**config.mk**
```make
export PLATFORM = sky130hd
export DESIGN_NAME = dp_alu
export DESIGN_NICKNAME = d
export VERILOG_FILES = /design/src/rtl/dp_alu_pkg.sv /design/src/rtl/dp_alu_decode.sv /design/src/rtl/dp_alu_adder.sv /design/src/rtl/dp_alu_logic.sv /design/src/rtl/dp_alu.sv
export SDC_FILE = /design/constraint.sdc
export NUM_CORES = 1
export LEC_CHECK = 0
export BUFFER_PORTS_ARGS = -buffer_cell sky130_fd_sc_hd__buf_2
export CORE_MARGIN = 2
export CORE_UTILIZATION = 60
export DETAILED_ROUTE_END_ITERATION = 6
export PLACE_DENSITY = 0.93
export RECOVER_POWER = 25
export SLEW_MARGIN = 25
export SYNTH_ARGS = -nofsm -noshare
export SYNTH_HDL_FRONTEND = slang
export SYNTH_SLANG_ARGS = --single-unit
```
**constraint.sdc**
```tcl
create_clock -name vclk -period 7.4
set_input_delay 0.37 -clock vclk [all_inputs]
set_output_delay 0.37 -clock vclk [all_outputs]
set_load 0.02 [all_outputs]
```
**src/rtl/dp_alu_pkg.sv**
```systemverilog
package dp_alu_pkg;

  typedef enum logic [3:0] {
    OP_AND = 4'd0,  OP_EOR = 4'd1,  OP_SUB = 4'd2,  OP_RSB = 4'd3,
    OP_ADD = 4'd4,  OP_ADC = 4'd5,  OP_SBC = 4'd6,  OP_RSC = 4'd7,
    OP_TST = 4'd8,  OP_TEQ = 4'd9,  OP_CMP = 4'd10, OP_CMN = 4'd11,
    OP_ORR = 4'd12, OP_MOV = 4'd13, OP_BIC = 4'd14, OP_MVN = 4'd15
  } alu_op_e;

  typedef enum logic [2:0] {
    LF_AND, LF_EOR, LF_ORR, LF_BIC, LF_MOV, LF_MVN
  } logic_fn_e;

  typedef enum logic [1:0] {
    CI_ZERO, CI_ONE, CI_FLAG
  } cin_sel_e;

  typedef struct packed {
    logic n;
    logic z;
    logic c;
    logic v;
  } alu_flags_t;

  typedef struct packed {
    logic      is_arith;
    logic      is_test;
    logic      swap;
    logic      inv_y;
    cin_sel_e  cin_sel;
    logic_fn_e lfn;
  } alu_ctrl_t;

endpackage

```
**src/rtl/dp_alu_decode.sv**
```systemverilog
module dp_alu_decode
  import dp_alu_pkg::*;
(
  input  logic [3:0] opcode_i,
  output alu_ctrl_t  ctrl_o
);

  always_comb begin
    ctrl_o          = '0;
    ctrl_o.cin_sel  = CI_ZERO;
    ctrl_o.lfn      = LF_AND;
    unique case (alu_op_e'(opcode_i))
      OP_AND: ctrl_o.lfn = LF_AND;
      OP_EOR: ctrl_o.lfn = LF_EOR;
      OP_ORR: ctrl_o.lfn = LF_ORR;
      OP_BIC: ctrl_o.lfn = LF_BIC;
      OP_MOV: ctrl_o.lfn = LF_MOV;
      OP_MVN: ctrl_o.lfn = LF_MVN;
      OP_TST: begin ctrl_o.lfn = LF_AND; ctrl_o.is_test = 1'b1; end
      OP_TEQ: begin ctrl_o.lfn = LF_EOR; ctrl_o.is_test = 1'b1; end
      OP_ADD: begin ctrl_o.is_arith = 1'b1; end
      OP_CMN: begin ctrl_o.is_arith = 1'b1; ctrl_o.is_test = 1'b1; end
      OP_ADC: begin ctrl_o.is_arith = 1'b1; ctrl_o.cin_sel = CI_FLAG; end
      OP_SUB: begin
        ctrl_o.is_arith = 1'b1; ctrl_o.inv_y = 1'b1; ctrl_o.cin_sel = CI_ONE;
      end
      OP_CMP: begin
        ctrl_o.is_arith = 1'b1; ctrl_o.inv_y = 1'b1; ctrl_o.cin_sel = CI_ONE;
        ctrl_o.is_test  = 1'b1;
      end
      OP_RSB: begin
        ctrl_o.is_arith = 1'b1; ctrl_o.inv_y = 1'b1; ctrl_o.cin_sel = CI_ONE;
        ctrl_o.swap     = 1'b1;
      end
      OP_SBC: begin
        ctrl_o.is_arith = 1'b1; ctrl_o.inv_y = 1'b1; ctrl_o.cin_sel = CI_FLAG;
      end
      OP_RSC: begin
        ctrl_o.is_arith = 1'b1; ctrl_o.inv_y = 1'b1; ctrl_o.cin_sel = CI_FLAG;
        ctrl_o.swap     = 1'b1;
      end
      default: ctrl_o = '0;
    endcase
  end

  // compare/test group occupies opcodes 8..11
  always_comb begin
    assert_test_group_R3: assert (ctrl_o.is_test == (opcode_i[3:2] == 2'b10));
  end

endmodule

```
**src/rtl/dp_alu_adder.sv**
```systemverilog
module dp_alu_adder #(
  parameter int unsigned WIDTH = 32
) (
  input  logic [WIDTH-1:0] x_i,
  input  logic [WIDTH-1:0] y_i,
  input  logic             cin_i,
  output logic [WIDTH-1:0] sum_o,
  output logic             cout_o,
  output logic             ovf_o
);

  localparam int unsigned MSB = WIDTH - 1;

  logic [WIDTH:0] wide;

  always_comb begin
    wide   = {1'b0, x_i} + {1'b0, y_i} + {{WIDTH{1'b0}}, cin_i};
    sum_o  = wide[MSB:0];
    cout_o = wide[WIDTH];
    // same-sign inputs giving an opposite-sign sum
    ovf_o  = (x_i[MSB] == y_i[MSB]) && (sum_o[MSB] != x_i[MSB]);
  end

endmodule

```
**src/rtl/dp_alu_logic.sv**
```systemverilog
module dp_alu_logic
  import dp_alu_pkg::*;
#(
  parameter int unsigned WIDTH = 32
) (
  input  logic [WIDTH-1:0] a_i,
  input  logic [WIDTH-1:0] b_i,
  input  logic_fn_e        fn_i,
  output logic [WIDTH-1:0] out_o
);

  for (genvar i = 0; i < WIDTH; i++) begin : g_bit
    always_comb begin
      unique case (fn_i)
        LF_AND:  out_o[i] = a_i[i] & b_i[i];
        LF_EOR:  out_o[i] = a_i[i] ^ b_i[i];
        LF_ORR:  out_o[i] = a_i[i] | b_i[i];
        LF_BIC:  out_o[i] = a_i[i] & ~b_i[i];
        LF_MOV:  out_o[i] = b_i[i];
        LF_MVN:  out_o[i] = ~b_i[i];
        default: out_o[i] = 1'b0;
      endcase
    end
  end

endmodule

```
**src/rtl/dp_alu.sv**
```systemverilog
module dp_alu
  import dp_alu_pkg::*;
#(
  parameter int unsigned WIDTH = 32
) (
  input  logic [3:0]       opcode_i,
  input  logic             set_flags_i,
  input  logic [WIDTH-1:0] op_a_i,
  input  logic [WIDTH-1:0] op_b_i,
  input  logic             shift_carry_i,
  input  logic [3:0]       flags_i,
  output logic [WIDTH-1:0] result_o,
  output logic             wr_en_o,
  output logic [3:0]       flags_o
);

  localparam int unsigned MSB = WIDTH - 1;

  alu_ctrl_t        ctrl;
  alu_flags_t       fl_in, fl_out;
  logic [WIDTH-1:0] add_x, add_y_raw, add_y, add_sum, logic_out;
  logic             add_cin, add_cout, add_ovf, upd;

  assign fl_in = alu_flags_t'(flags_i);

  dp_alu_decode u_decode (
    .opcode_i (opcode_i),
    .ctrl_o   (ctrl)
  );

  always_comb begin
    add_x     = ctrl.swap ? op_b_i : op_a_i;
    add_y_raw = ctrl.swap ? op_a_i : op_b_i;
    add_y     = ctrl.inv_y ? ~add_y_raw : add_y_raw;
    unique case (ctrl.cin_sel)
      CI_ONE:  add_cin = 1'b1;
      CI_FLAG: add_cin = fl_in.c;
      default: add_cin = 1'b0;
    endcase
  end

  dp_alu_adder #(.WIDTH(WIDTH)) u_adder (
    .x_i    (add_x),
    .y_i    (add_y),
    .cin_i  (add_cin),
    .sum_o  (add_sum),
    .cout_o (add_cout),
    .ovf_o  (add_ovf)
  );

  dp_alu_logic #(.WIDTH(WIDTH)) u_logic (
    .a_i   (op_a_i),
    .b_i   (op_b_i),
    .fn_i  (ctrl.lfn),
    .out_o (logic_out)
  );

  always_comb begin
    result_o = ctrl.is_arith ? add_sum : logic_out;
    wr_en_o  = ~ctrl.is_test;
    upd      = set_flags_i | ctrl.is_test;
    fl_out   = fl_in;
    if (upd) begin
      fl_out.n = result_o[MSB];
      fl_out.z = ~|result_o;
      fl_out.c = ctrl.is_arith ? add_cout : shift_carry_i;
      fl_out.v = ctrl.is_arith ? add_ovf : fl_in.v;
    end
    flags_o = fl_out;
  end

  // checks against port-level definitions
  always_comb begin
    if (opcode_i[3:2] == 2'b10)
      assert_test_no_write_R3: assert (!wr_en_o);
    else
      assert_write_enable_R9: assert (wr_en_o);
    if (!set_flags_i && opcode_i[3:2] != 2'b10)
      assert_flags_held_R8: assert (flags_o == flags_i);
    if (opcode_i inside {4'd0, 4'd1, 4'd8, 4'd9, 4'd12, 4'd13, 4'd14, 4'd15})
      assert_logic_keeps_v_R4: assert (flags_o[0] == flags_i[0]);
    if ((set_flags_i || opcode_i[3:2] == 2'b10) && (opcode_i == 4'd2 || opcode_i == 4'd10))
      assert_sub_no_borrow_R6: assert (flags_o[1] == (op_a_i >= op_b_i));
    if (set_flags_i || opcode_i[3:2] == 2'b10)
      assert_zero_flag_R4: assert (flags_o[2] == (result_o == '0));
  end

endmodule

```
==> key figures, run 1 <==
Status
  – Status: finished, violations left
  – Violated checks: DRC

Die
  – Rows: 36
  – Chip height: 105 um
  – Die area: 10,900 sq um
  – Core area: 9820 sq um
  – Top-Level Pins: 111
  – Initial Util: 61.9%
  – Die Wd: 105 um

Layout
  – NumNets Final: 1,154
  – Commonest cells after routing, fill and taps aside: 120 x nand2_1, 116 x o21ai_0, 105 x buf_2
  – FF/Latch Area: 0 sq um
  – Layout cell share with drive strength beyond 1: 14.2%
  – Ant. Diodes: 0
  – Area Growth Syn to Fin: 7.52%
  – Area of the multi-input gates: 5430 sq um
  – Clock buffers: 0
  – Fillcell total: 887
  – Leading cell type in the layout, fill and taps excluded: nand2_1
  – Seq cells: 0

Synthesis
  – Mean Syn Cell Area: 6.33 sq um
  – Post-synthesis xor/xnor area fraction: 11.0%
  – Compound-gate portion of the synthesized area: 37.9%
  – Synth Area in Simple Gates: 23.6%
  – Synth cell types: 79
  – Post-Synthesis Cells: 960
  – Synth top area share: 13.4%
  – Multiplexer area fraction after synthesis: 2.57%
  – Ranking of synthesized cells by area: ha_1 13%, o21ai_0 9.6%, xnor2_1 8.9%, nand2_1 7.4%, a21oi_1 5.7%
  – Area leader, netlist: ha_1
  – Largest family of logic cells by synthesized area: compound AO/OA/AOI/OAI gates
  – Synth warn: 0
  – Mapped Nets: 1,101
  – Sequential-to-total area share from yosys stat: 0%
  – Post-synthesis adder-cell area fraction: 14.0%
  – Mapped Area: 6070 sq um

Setup path
  – Crit path max-delay cell type: buf_2
  – Critical path class: in -> out
  – Critical path arrival: 5930 ps
  – Crit Path Max Fanout: 57
  – WP data required: 7030 ps
  – Nature of the critical path endpoint: output pin
  – Crit-path cells: buf_2 -> nand2b_1 -> a21oi_1 -> inv_1 -> ha_1 -> a21oi_1 -> or2_2 -> fa_1 -> inv_1 -> fa_1 -> a21o_1 -> a221oi_4 -> o211a_1 -> o21ai_1 -> nor4_1 -> o311ai_1 -> or4_1 -> nor4_1 -> nand4_1 -> o21ai_1 -> buf_2
  – Largest stage delay on the critical path: 710 ps
  – Worst setup path startpoint: opcode_i[2]
  – Crit start category: input pin

Route
  – DR WL/cell: 18.1 um
  – DR DRC count: 9
  – Final wirelength: 20.7 mm
  – DRT Pass-1 Iters: 7
  – Via Count: 7,738
  – Drt via density: 6.76
  – 1st-iter DRT viols: 996
  – Detail Route Antenna Nets: 0

Timing
  – Final TNS setup: 0 ps
  – Tcrit/Tclk final: 85.1%
  – Least-Margin Pin Slew: 1070 ps
  – Slew Limit Fails: 0
  – RSZ-0062 raised after global routing: false
  – Worst rel slew slack: 26.9%
  – Endpoints failing hold: 0
  – Post-route minimum period: 6300 ps
  – Final hold slack: 1080 ps
  – Fmax: 159 MHz
  – Number of setup violations in the final report: 0
  – Final setup margin: 1100 ps

GRT
  – Global route overflow: 0
  – First-pass GRT wire length: 32.8 mm
  – Initial antenna violation count: 0
  – All-layer global routing usage: 35.6%
  – Vias in the first global route: 6,695
  – Largest net degree at the start of global routing: 58

Min path
  – Worst hold path class: in -> out
  – WHS Path Cells: 4
  – Hold Startpoint: flags_i[2]
  – Hold Path End: flags_o[2]

Power
  – Lkg Pwr: 3.07 nW
  – Worst ir drop on vdd: 87.5 uV
  – PD cells: 125 nW/um^2

Clocking
  – Post-CTS Setup Repair Bufs: 0
  – Post-CTS sizing: 0
  – CTS Hold Bufs: 0

Placed design
  – Routability cong.: 1.03
  – Pre-CTS setup slack: 1300 ps
  – HPWL Detailed: 15.7 mm
  – Port bufs: 111

Run
  – MaxCap Viol Count: 0
cells by family (layout without fill, tap and decap cells):
logic type / count (synthesis) / count (layout)
mux: 15 / 15
xor+xnor: 76 / 76
simple gates: 298 / 298
compound gates: 353 / 353
buf+inv: 151 / 202
fa+ha+maj: 67 / 67
where the power goes:
part | leakage (nW) | switching (W) | internal, W | total (W)
sequential | 0 | 0 | 0 | 0
clock | 0 | 0 | 0 | 0
combinational | 3.07 | 0.000521 | 0.000298 | 0.000819
total | 3.07 | 0.000521 | 0.000298 | 0.000819
area by class of cell:
cell class                 instances  share of cell area, %
inverter                          80                   4.60
tap                              133                   2.55
timing repair buffer             122                   9.66
multi-input combinational        809                   83.2
cell usage after synthesis (all sizes together), types with 6 or more instances:
library cell	count
a211oi	10
a21o	19
a21oi	70
a221oi	7
a31oi	14
a32oi	7
and3	13
buf	30
clkbuf	41
ha	65
inv	77
mux2i	10
nand2	120
nand2b	9
nand3	22
nand4	8
nor2	51
nor2b	10
nor3	27
nor4	7
o211ai	12
o21a	7
o21ai	122
o22ai	15
o31ai	6
or3	6
xnor2	62
xor2	14
how the worst max path moves through the flow:
stage	to	slack, ps	cells past startpoint
2_1_floorplan	flags_o[2]	1560	24
3_3_place_gp	flags_o[2]	1450	21
3_5_place_dp	flags_o[2]	1300	21
4_1_cts	flags_o[2]	1280	21
5_1_grt	flags_o[2]	830	21
6_report	flags_o[2]	1100	21
metal layers:
layer	up-vias	global-route usage, %	routed length [um]
met4	0	15.3	1110
met5	-	0	0
met2	602	55.6	8760
li1	3602	-	-
met1	3433	48.9	8000
met3	101	4.37	2820
worst max-delay path: cells and delay by family:
| kind | cells | cell delay, ps |
|---|---|---|
| buffers and inverters | 4 | 1020 |
| AO/OA/AOI/OAI | 8 | 1700 |
| adder cells (fa/ha/maj) | 3 | 780 |
| AND/OR/NAND/NOR | 6 | 2030 |
through the flow:
stage / instances / utilization [%] / area [sq um] / total power [W]
6_report: 1144 / 66.5 / 6530 / 0.000819
5_1_grt: 1144 / 66.5 / 6530 / 0.000881
4_1_cts: 1144 / 66.7 / 6550 / 0.000794
3_5_place_dp: 1144 / 66.7 / 6550 / 0.000790
3_3_place_gp: 1144 / 66.7 / 6550 / 0.000775
2_1_floorplan: 960 / - / 6070 / 0.000586
Power figures use the tool's default switching activity.
==> run 2: changes to the inputs <==
CORE_ASPECT_RATIO = 1.25   (was default)
==> key figures, run 2 (synthesis gave the netlist of run 1 again) <==
Layout
  – NumNets Final: 1,156 (+0.17%)
  – Commonest cells after routing, fill and taps aside: 120 x nand2_1, 116 x o21ai_0, 106 x buf_2
  – Area Growth Syn to Fin: 7.74%
  – Seq cells: 0 (unchanged)
  – Layout cell share with drive strength beyond 1: 14.5% (+0.27 points)
  – FF/Latch Area: 0 sq um (unchanged)
  – Clock buffers: 0 (unchanged)
  – Leading cell type in the layout, fill and taps excluded: nand2_1
  – Utilization after layout: 65.8% (-0.75 points)

Setup path
  – Crit start category: input pin
  – Crit-path cells: buf_2 -> clkinv_1 -> a21oi_1 -> ha_1 -> or2_2 -> fa_1 -> inv_1 -> fa_1 -> a21oi_1 -> a31oi_1 -> nor3_1 -> nand4bb_1 -> a2111o_1 -> or4_1 -> nor4_1 -> nand4_1 -> o21ai_1 -> buf_2
  – Crit Path Max Fanout: 37 (-35%)
  – Critical path class: in -> out
  – Nature of the critical path endpoint: output pin
  – CP top delay family: simple AND/OR/NAND/NOR gates
  – Critical path buffer and inverter count: 4 (unchanged)
  – Critical path arrival: 5880 ps (-50 ps)
  – WP data required: 7030 ps (about the same)
  – Crit path max-delay cell type: buf_2
  – Largest stage delay on the critical path: 600 ps (-110 ps)

Route
  – DR WL/cell: 18.6 um (+3.0%)
  – Highest metal used: met4
  – Drt via density: 6.82 (+0.82%)
  – Detail Route Antenna Nets: 0 (unchanged)
  – Met1 wire length: 8.04 mm (+0.47%)
  – Via Count: 7,795 (+0.74%)
  – DRT Pass-1 Iters: 6 (-1)
  – DR DRC count: 0 (-9)
  – 1st-iter DRT viols: 913 (-8.3%)
  – Met3 WL: 2.33 mm (-17%)
  – DR WL met2: 9.62 mm (+9.8%)
  – Final wirelength: 21.3 mm (+2.9%)

Power
  – Switch share: 63.6% (about the same)
  – Sequential power share: 0% (unchanged)
  – Int Pwr: 0.000300 W (+0.52%)
  – Gate power share: 100.0% (about the same)
  – Sw Pwr: 0.000523 W (+0.36%)
  – Lkg Pwr: 3.08 nW (+0.40%)
  – Worst ir drop on vdd: 73.4 uV (-16%)
  – Total power draw: 0.000823 W (+0.42%)
  – Clock network fraction of total power: 0% (unchanged)
  – PD cells: 126 nW/um^2 (+0.21%)

Die
  – Die area: 10,900 sq um (about the same)
  – Chip height: 116 um (+11%)
  – Rows: 41 (+14%)
  – Core area: 9950 sq um (+1.4%)
  – Initial Util: 61.0% (-0.82 points)
  – Die Wd: 94.0 um (-10%)
  – Top-Level Pins: 111 (unchanged)

Timing
  – Post-route minimum period: 6250 ps (-51.2 ps)
  – RSZ-0062 raised after global routing: false
  – Slew Limit Fails: 0 (unchanged)
  – Endpoints failing hold: 0 (unchanged)
  – Worst rel slew slack: 46.2% (+19 points)
  – Least-Margin Pin Slew: 787 ps (-283 ps)
  – Tcrit/Tclk final: 84.4% (-0.69 points)
  – Final TNS setup: 0 ps (unchanged)
  – Number of setup violations in the final report: 0 (unchanged)
  – Final hold slack: 1070 ps (-9.11 ps)
  – Fmax: 160 MHz (+0.82%)
  – Final setup margin: 1150 ps (+51.2 ps)

Placed design
  – Port bufs: 111 (unchanged)
  – Routability cong.: 1.02 (-1.4%)
  – Pre-CTS setup slack: 1310 ps (+10.6 ps)
  – HPWL Detailed: 16.5 mm (+4.8%)

GRT
  – Largest net degree at the start of global routing: 60 (+3.4%)
  – Initial antenna violation count: 0 (unchanged)
  – Vias in the first global route: 6,857 (+2.4%)
  – All-layer global routing usage: 37.1% (+1.6 points)
  – First-pass GRT wire length: 33.2 mm (+1.3%)
  – Global route overflow: 0 (unchanged)

Clocking
  – Post-CTS sizing: 0 (unchanged)
  – Post-CTS Setup Repair Bufs: 0 (unchanged)
  – CTS Hold Bufs: 0 (unchanged)

Min path
  – Worst hold path class: in -> out

Status
  – Status: finished, final reports clean

Run
  – MaxCap Viol Count: 0 (unchanged)
==> run 2: cell count changes in the layout (fill, tap and decap cells not counted) <==
cell      before  now
buf_2        105  106
buf_4         11   13
clkbuf_1       6    5
diode_2        0    1
==> run 2: power by group through the flow <==
stage	Clock [W]	Combinational, W	Sequential [W]
floorplan	0	0.000586	0
global placement	0	0.000785	0
detailed placement	0	0.000796	0
CTS	0	0.000800	0
global route	0	0.000884	0
finish	0.0000000000181	0.000823	0
==> run 2: worst min-delay path, stage by stage <==
cell and delay [ps]:
buf_2 80, nand2_1 40, o21ai_1 60, buf_2 160
==> run 2: path summary, 6_finish.rpt <==
path / to / cells after the start / slack (ps) / startpoint
setup / recovery: flags_o[2] / 18 / 1150 / opcode_i[1]
hold / removal: flags_o[2] / 4 / 1070 / flags_i[2]
==> run 2: stage by stage <==
stage | cells | instance area, sq um
final | 1143 | 6550
after global routing | 1142 | 6540
after CTS | 1142 | 6560
after detailed placement | 1142 | 6560
after global placement | 1142 | 6560
after floorplan | 960 | 6070
==> run 2: layout make-up <==
class / count / area, sq um
repair buffers: 124 / 647
inverters: 80 / 300
well taps: 129 / 161
multi-input cells: 809 / 5430
diodes: 1 / 2.50
fillers: 947 / 3410
==> run 2: per-layer routing <==
| layer | vias to the layer above | track usage, % |
|---|---|---|
| li1 | 3597 | - |
| met1 | 3507 | 47.9 |
| met2 | 569 | 61.8 |
| met3 | 122 | 4.52 |
| met4 | 0 | 17.2 |
| met5 | - | 0 |
==> run 3: changes to the inputs <==
CORE_UTILIZATION = 54   (was 60)
PLACE_DENSITY = 0.89   (was 0.93)
clock period = 5.45 ns   (was 7.4 ns; I/O delays follow)
==> key figures, run 3 (synthesis gave the netlist of run 1 again) <==
Status
  – Status: finished, final reports clean

Die
  – Die Wd: 98.9 um (+5.2%)
  – Initial Util: 55.1% (-6.0 points)
  – Core area: 11,000 sq um (+11%)
  – Die area: 12,100 sq um (+11%)
  – Chip height: 123 um (+5.2%)
  – Top-Level Pins: 111 (unchanged)
  – Rows: 43 (+4.9%)

Run
  – MaxCap Viol Count: 0 (unchanged)

Setup path
  – Nature of the critical path endpoint: output pin
  – Critical path arrival: 4950 ps (-930 ps)
  – WP data required: 5180 ps (-1850 ps)
  – Crit start category: input pin
  – Crit Path Max Fanout: 9 (-76%)
  – Critical path class: in -> out

GRT
  – Vias in the first global route: 6,840 (-0.25%)
  – Initial antenna violation count: 0 (unchanged)
  – Global route overflow: 0 (unchanged)
  – First-pass GRT wire length: 33.4 mm (+0.62%)
  – Largest net degree at the start of global routing: 89 (+48%)
  – All-layer global routing usage: 33.0% (-4.1 points)

Placed design
  – Placed Cells incl. Taps: 1,164 (+1.9%)
  – Routability cong.: 1.03 (+1.8%)
  – HPWL Detailed: 16.4 mm (-0.45%)
  – Port bufs: 111 (unchanged)

Power
  – Sequential power share: 0% (unchanged)
  – Lkg Pwr: 3.17 nW (+3.0%)
  – Switch share: 62.3% (-1.3 points)
  – Sw Pwr: 0.000706 W (+35%)
  – Int Pwr: 0.000428 W (+43%)
  – Clock network fraction of total power: 0% (unchanged)
  – Gate power share: 100.0% (about the same)
  – PD cells: 169 nW/um^2 (+34%)
  – Worst ir drop on vdd: 113 uV (+54%)

Min path
  – WHS Path Cells: 4 (unchanged)
  – Worst hold path class: in -> out
  – Hold Startpoint: flags_i[2]
  – Hold Path End: flags_o[2]

Timing
  – Worst rel slew slack: 54.9% (+8.7 points)
  – Post-route minimum period: 5220 ps
  – Least-Margin Pin Slew: 659 ps (-127 ps)
  – Number of setup violations in the final report: 0 (unchanged)
  – RSZ-0062 raised after global routing: false
  – Endpoints failing hold: 0 (unchanged)
  – Slew Limit Fails: 0 (unchanged)
  – Tcrit/Tclk final: 95.8%
  – Final TNS setup: 0 ps (unchanged)
  – Fmax: 192 MHz

Layout
  – Seq cells: 0 (unchanged)
  – Commonest cells after routing, fill and taps aside: 120 x nand2_1, 116 x o21ai_0, 106 x buf_2
  – Clock buffers: 0 (unchanged)
  – FF/Latch Area: 0 sq um (unchanged)
  – Utilization after layout: 60.8% (-5.0 points)
  – Layout cell share with drive strength beyond 1: 15.8% (+1.3 points)
  – Non-filler instance count after layout: 1,164 (+1.8%)
  – Ant. Diodes: 0 (-1)
  – NumNets Final: 1,172 (+1.4%)
  – Area Growth Syn to Fin: 10.3%
  – Leading cell type in the layout, fill and taps excluded: nand2_1

Clocking
  – CTS Hold Bufs: 0 (unchanged)
  – Post-CTS sizing: 0 (unchanged)
  – Post-CTS Setup Repair Bufs: 0 (unchanged)

Route
  – Via Count: 7,675 (-1.5%)
  – DR WL met2: 9.62 mm (about the same)
  – DR WL/cell: 18.1 um (-3.0%)
  – DRT Pass-1 Iters: 6 (unchanged)
  – 1st-iter DRT viols: 714 (-22%)
  – Highest metal used: met4
  – Detail Route Antenna Nets: 0 (unchanged)
  – Met1 wire length: 8.36 mm (+3.9%)
  – Met3 WL: 2.03 mm (-13%)
  – Final wirelength: 21.0 mm (-1.3%)
  – Drt via density: 6.59 (-3.3%)
  – DR DRC count: 0 (unchanged)
run 3: cell types whose count changed in the layout (fill, tap and decap cells not counted):
cell,before,now
buf_12,0,2
buf_4,13,27
diode_2,1,0
inv_1,76,77
inv_2,1,0
o32ai_1,3,2
o32ai_2,0,1
run 3: routing by layer:
layer	vias up	GRT usage (%)
li1	3634	-
met1	3495	43.7
met2	470	55.0
met3	76	2.96
met4	0	13.4
met5	-	0
run 3: critical path, cell delays in order:
cell	delay, ps
buf_2	190
nor2b_1	300
nand2_1	120
ha_1	210
a21oi_1	120
or2_2	120
fa_1	210
inv_1	70
fa_1	400
a21o_1	240
a221oi_4	410
o211a_1	240
o21ai_1	120
nor4_1	350
o311ai_1	140
or4_1	480
nor4_1	460
nand4_1	160
o21ai_1	140
buf_2	170
run 3: per-stage QoR:
stage          instance area, sq um  power [W]  setup WS (ps)  hold slack [ps]
6_report                       6700    0.00113            231              872
5_1_grt                        6700    0.00123           6.39              905
4_1_cts                        6710    0.00111            266              876
3_5_place_dp                   6710    0.00110            282              872
3_3_place_gp                   6710    0.00109            417              873
2_1_floorplan                  6080   0.000797           48.2              724
run 3: area by class of cell:
cell class,instances,area (sq um)
multi-input cells,809,5440
fillers,1041,4330
repair buffers,140,792
inverters,80,300
well taps,135,169
run 3: worst max-delay path by stage:
stage,slack (ps),cells past startpoint,startpoint,endpoint
after detailed placement,280,20,opcode_i[1],flags_o[2]
after global placement,420,20,opcode_i[1],flags_o[2]
final,230,20,opcode_i[1],flags_o[2]
after CTS,270,20,opcode_i[1],flags_o[2]
after floorplan,50,22,opcode_i[2],flags_o[2]
after global routing,6,19,opcode_i[3],flags_o[3]
run 3: power by group through the flow:
stage               Combinational (W)  Sequential, W  Clock [W]
floorplan                    0.000797              0          0
global placement              0.00109              0          0
detailed placement            0.00110              0          0
CTS                           0.00111              0          0
global route                  0.00123              0          0
finish                        0.00113              0          0
